[src/rtl/tmrPkg.sv]
package tmrPkg;
  typedef enum logic [1:0] {
    MODE_COUNT = 2'b00,
    MODE_CMP   = 2'b01,
    MODE_PWM   = 2'b10,
    MODE_SPARE = 2'b11
  } tmrMode_e;

  localparam logic [1:0] ACT_NONE = 2'b00;
  localparam logic [1:0] ACT_LOW  = 2'b01;
  localparam logic [1:0] ACT_HIGH = 2'b10;
  localparam logic [1:0] ACT_TOG  = 2'b11;

  // strobes from control to the counter datapath
  typedef struct packed {
    logic hold0;  // force counter to zero
    logic step;   // advance this edge
    logic wipe;   // the advance becomes a clear
  } tmrStrb_t;
endpackage

[src/rtl/tmrDatapath.sv]
module tmrDatapath
  import tmrPkg::*;
#(
  parameter int W = 10
) (
  input  logic         clk,
  input  logic         rstN,
  input  tmrStrb_t     strb,
  input  logic [W-1:0] cmpA,
  input  logic [W-1:0] cmpP,
  output logic [W-1:0] cnt,
  output logic         eqA,
  output logic         eqP
);
  always_ff @(posedge clk or negedge rstN) begin
    if (!rstN)           cnt <= '0;
    else if (strb.hold0) cnt <= '0;
    else if (strb.step)  cnt <= strb.wipe ? '0 : cnt + W'(1);
  end

  assign eqA = (cnt == cmpA);
  assign eqP = (cnt == cmpP);
endmodule

[src/rtl/tmrControl.sv]
module tmrControl
  import tmrPkg::*;
#(
  parameter int W = 10
) (
  input  logic         clk,
  input  logic         rstN,
  input  logic         timerOn,
  input  logic         tickEn,
  input  logic [1:0]   modeSel,
  input  logic [1:0]   actSel,
  input  logic         outCtl,
  input  logic         polInv,
  input  logic         dutySwap,
  input  logic         clrSelA,
  input  logic [W-1:0] cmpA,
  input  logic [W-1:0] cmpP,
  input  logic [W-1:0] cnt,
  input  logic         eqA,
  input  logic         eqP,
  output tmrStrb_t     strb,
  output logic         pinOut
);
  tmrMode_e     mode;
  logic [1:0]   actLat;
  logic         swapLat;
  logic         pinState;
  logic [W-1:0] periodVal;
  logic [W-1:0] dutyVal;
  logic         periodEnd;
  logic         clrHit;
  logic         pwmActive;

  assign mode      = tmrMode_e'(modeSel);
  assign periodVal = swapLat ? cmpA : cmpP;
  assign dutyVal   = swapLat ? cmpP : cmpA;
  assign periodEnd = (periodVal != '0) && (cnt == periodVal - W'(1));
  assign pwmActive = timerOn && (cnt < dutyVal);

  always_comb begin
    if (mode == MODE_PWM) clrHit = periodEnd;
    else if (clrSelA)     clrHit = eqA;
    else                  clrHit = eqP && (cmpP != '0);
  end

  assign strb.hold0 = !timerOn;
  assign strb.step  = timerOn && tickEn;
  assign strb.wipe  = clrHit;

  // shadow copies follow the fields while stopped, freeze while running
  always_ff @(posedge clk or negedge rstN) begin
    if (!rstN) begin
      actLat  <= ACT_NONE;
      swapLat <= 1'b0;
    end else if (!timerOn) begin
      actLat  <= actSel;
      swapLat <= dutySwap;
    end
  end

  always_ff @(posedge clk or negedge rstN) begin
    if (!rstN) pinState <= 1'b0;
    else if (!timerOn) pinState <= outCtl;
    else if (tickEn && eqA && mode == MODE_CMP) begin
      case (actLat)
        ACT_LOW:  pinState <= 1'b0;
        ACT_HIGH: pinState <= 1'b1;
        ACT_TOG:  pinState <= ~pinState;
        default:  pinState <= pinState;
      endcase
    end
  end

  always_comb begin
    case (mode)
      MODE_CMP: pinOut = pinState ^ polInv;
      MODE_PWM: pinOut = (pwmActive ? outCtl : ~outCtl) ^ polInv;
      default:  pinOut = 1'b0;
    endcase
  end
endmodule

[src/rtl/dualCmpTimer.sv]
module dualCmpTimer
  import tmrPkg::*;
#(
  parameter int W = 10
) (
  input  logic         clk,
  input  logic         rstN,
  input  logic         tickEn,
  input  logic         timerOn,
  input  logic [1:0]   modeSel,
  input  logic [1:0]   actSel,
  input  logic         outCtl,
  input  logic         polInv,
  input  logic         dutySwap,
  input  logic         clrSelA,
  input  logic [W-1:0] cmpA,
  input  logic [W-1:0] cmpP,
  output logic         pinOut,
  output logic         matchA,
  output logic         matchP
);
  tmrStrb_t     strb;
  logic [W-1:0] cnt;
  logic         eqA;
  logic         eqP;

  tmrDatapath #(.W(W)) uDp (
    .clk(clk), .rstN(rstN), .strb(strb), .cmpA(cmpA), .cmpP(cmpP),
    .cnt(cnt), .eqA(eqA), .eqP(eqP)
  );

  tmrControl #(.W(W)) uCtl (
    .clk(clk), .rstN(rstN), .timerOn(timerOn), .tickEn(tickEn),
    .modeSel(modeSel), .actSel(actSel), .outCtl(outCtl), .polInv(polInv),
    .dutySwap(dutySwap), .clrSelA(clrSelA), .cmpA(cmpA), .cmpP(cmpP),
    .cnt(cnt), .eqA(eqA), .eqP(eqP), .strb(strb), .pinOut(pinOut)
  );

  assign matchA = timerOn && eqA;
  assign matchP = timerOn && eqP;
endmodule

[config.mk]
export PLATFORM = sky130hd
export DESIGN_NAME = dualCmpTimer
export DESIGN_NICKNAME = d
export VERILOG_FILES = /design/src/rtl/tmrPkg.sv /design/src/rtl/tmrDatapath.sv /design/src/rtl/tmrControl.sv /design/src/rtl/dualCmpTimer.sv
export SDC_FILE = /design/constraint.sdc
export NUM_CORES = 1
export LEC_CHECK = 0
export BUFFER_PORTS_ARGS = -buffer_cell sky130_fd_sc_hd__buf_2
export CAP_MARGIN = 20
export CORE_MARGIN = 2
export CORE_UTILIZATION = 55
export CTS_CLUSTER_SIZE = 24
export DETAILED_ROUTE_END_ITERATION = 7
export PLACE_DENSITY = 0.88
export SLEW_MARGIN = 15
export SYNTH_ARGS = -nofsm -noshare
export SYNTH_HDL_FRONTEND = slang
export SYNTH_SLANG_ARGS = --single-unit
[constraint.sdc]
create_clock -name clk -period 4.2 [get_ports clk]
set_input_delay 0.63 -clock clk [delete_from_list [all_inputs] [get_ports clk]]
set_output_delay 0.63 -clock clk [all_outputs]
set_load 0.05 [all_outputs]
==> impl_metrics.py <==
metrics = {
    "outcome": {
        "status": "finished, final reports clean",
    },
    "route": {
        "avgViaCountPerCell": 6.08,
        "drtAntennaViolNets": 0,
        "finalWirelength_um": 4610,
        "post-route-drc-count": 0,
        "drt-pass1-iter-count": 4,
        "num_vias": 1842,
        "wl_per_cell_um": 15.2,
        "first_iter_violations": 139,
    },
    "global_routing": {
        "use_met2_pct": 39.6,
        "grt_pass1_vias": 1687,
        "antenna_found_initial": 0,
        "top_usage_layer": "met2",
        "grt_overflow": 0,
        "grt_pass1_wl_um": 7710,
        "grt_usage_pct": 23.4,
        "grt_max_degree": 26,
        "use_met3_pct": 2.11,
        "use_met1_pct": 30.9,
    },
    "worst_setup_path": {
        "cp_slowest_stage_delay_ns": 0.61,
        "cp.arrival_ns": 3.15,
        "crit_path_frequent_cell": "mux2i_1",
        "worst-path-max-fanout": 18,
        "end_kind": "primary output",
        "slowest_stage": "dfrtp_1",
        "critPathLaunchType": "flop",
        "crit_required_ns": 3.57,
        "worstSetupPathType": "reg -> out",
        "worstPathCellList": "buf_4 -> mux2i_1 -> ha_1 -> a211o_1 -> a211oi_1 -> o31a_1 -> xnor2_1 -> mux2i_1 -> mux2_2 -> buf_2",
    },
    "floorplan": {
        "die_h_um": 63.8,
        "initial_core_util_pct": 58.1,
        "die_x_um": 63.8,
        "ios": 35,
        "row_count": 21,
        "dieArea_um2": 4070,
        "core_area_um2": 3390,
    },
    "final_layout": {
        "final_common_cell": "buf_2",
        "regArea_um2": 350,
        "syn_to_final_growth_pct": 10.7,
        "multi_input_area_um2": 1530,
        "fillers": 295,
        "n_antenna_cell": 0,
        "drive_above_1_share_pct": 21.0,
        "final_cell_mix": "buf_2, xnor2_1, mux2i_1, nand2_1, dfrtp_1",
        "nets": 303,
    },
    "cts": {
        "cts_root_buf": "clkbuf_4",
        "cts_setup_buffers": 0,
        "cts_hold_buf": 0,
        "cts_tree": "yes",
        "h-tree-depth": 1,
        "clk_path_buf_depth": 2,
        "cts.sinks": 14,
        "clkTransAtPathRegs_ns": 0.09,
        "cts_resized": 0,
        "cts_made_buffers": 3,
        "clock_latency_ns": 0.29,
    },
    "sta": {
        "rsz0062_at_grt": "false",
        "setup_tns_ns": 0,
        "report.final.slew_viol_count": 0,
        "skew_ns": 0.00135,
        "finalCriticalPeriod_ns": 3.78,
        "setup_viol": 0,
        "finalHoldViolCount": 0,
        "period_share_pct": 90.0,
        "tightest_slew_ns": 0.863,
        "timing.hold.ws_ns": 0.226,
        "slew_headroom_pct": 42.2,
        "fmax_mhz": 264,
    },
    "placement": {
        "port_buffers": 34,
        "gp_congestion": 0.914,
        "dp_hpwl_um": 3630,
    },
    "yosys": {
        "seq_area_frac_synth_pct": 17.8,
        "synth-seq-cells": 14,
        "postSynthCellCount": 235,
        "async_flop_share_pct": 100,
        "syn_area_um2": 1970,
        "avgSynthCellArea_um2": 8.38,
        "syn_nets": 280,
        "synth_edf_count": 0,
        "ys.flop_type": "dfrtp_1",
        "ys_warn_count": 0,
        "ys_types": 46,
    },
    "power": {
        "p_leak_nw": 1.01,
        "power.density_nw_per_um2": 192,
        "p_total_mw": 0.418,
        "vdd_ir_drop_max_v": 0.000204,
    },
    "min_path": {
        "worstHoldPathType": "in -> async",
    },
    "job": {
        "drv_cap": 0,
    },
}
-- cells in the mapped netlist, types with 5 or more instances --
cell	count	area share, %
xnor2_1	27	12
mux2i_1	20	10
nand2_1	20	3.8
dfrtp_1	14	18
ha_1	13	8.3
clkbuf_1	12	2.3
nor2_1	10	1.9
and3_1	9	2.9
nor3_1	9	2.3
xor2_1	9	4.0
nand3_1	8	2.0
o211ai_1	7	2.7
nand4_1	6	1.9
nor4b_1	6	2.7
a21oi_1	5	1.3
inv_1	5	0.95
mux2_2	5	2.9
nor3b_1	5	1.9
-- registers in the layout (all words and copies together) (netlist names) --
register,flops
uCtl.swapLat,1
uDp.cnt,10
uCtl.pinState,1
uCtl.actLat,2
-- worst paths after layout --
path	startpoint	endpoint	slack, ns	cells past startpoint
max	uCtl.swapLat$_DFFE_PN0N_	pinOut	0.42	10
min	rstN	uCtl.pinState$_DFFE_PN0P_	0.23	1
max reg2reg	uCtl.swapLat$_DFFE_PN0N_	uDp.cnt[0]$_DFFE_PN0P_	1.18	9
min reg2reg	uCtl.actLat[0]$_DFFE_PN0N_	uCtl.actLat[0]$_DFFE_PN0N_	0.52	1
max in group asynchronous	rstN	uDp.cnt[7]$_DFFE_PN0P_	3.73	1
min in group clk	uCtl.actLat[0]$_DFFE_PN0N_	uCtl.actLat[0]$_DFFE_PN0N_	0.52	1
-- report_power, final --
group,total [mW],switching (mW),internal [mW]
Clock,0.0993,0.0465,0.0528
Combinational,0.165,0.0871,0.0781
Sequential,0.154,0.0130,0.141
Total,0.418,0.147,0.272
-- layer usage --
metal	part of all wire, %	vias to the layer above
li1	-	906
met1	43	860
met2	48	65
met3	6.1	11
met4	2.4	0
met5	0	-
-- final cells by class --
cell class              count  share of cell area [%]
multi-input cells         198                    70.2
inverters                   5                   0.862
repair buffers             36                    8.50
flip-flops and latches     14                    16.1
clock buffers               4                    1.67
well taps                  46                    2.64
-- cells by family (layout without fill, tap and decap cells) --
group | Yosys count | in the layout | synth area share, %
AND/OR/NAND/NOR | 89 | 89 | 26.1
multiplexers | 26 | 26 | 13.6
AO/OA/AOI/OAI | 34 | 34 | 13.6
XOR/XNOR | 36 | 36 | 16.0
buffers and inverters | 23 | 45 | 4.58
flip-flops | 14 | 14 | 17.8
adder cells (fa/ha/maj) | 13 | 13 | 8.26
-- stage by stage --
| stage | util, % | std cells | area, um2 | setup WS [ns] |
|---|---|---|---|---|
| floorplan | - | 235 | 1970 | 0.239 |
| global placement | 63.1 | 299 | 2140 | 0.767 |
| detailed placement | 63.1 | 299 | 2140 | 0.657 |
| CTS | 64.2 | 303 | 2180 | 0.420 |
| global route | 64.3 | 303 | 2180 | 0.240 |
| finish | 64.3 | 303 | 2180 | 0.419 |
-- critical path: cells and delay by family, from the launching register on --
family | cells | cell delay, ns
compound gates | 3 | 0.69
fa+ha+maj | 1 | 0.26
flops | 1 | 0.61
mux | 3 | 0.70
buf+inv | 2 | 0.54
xor+xnor | 1 | 0.07
(Power assumes the default switching activity.)
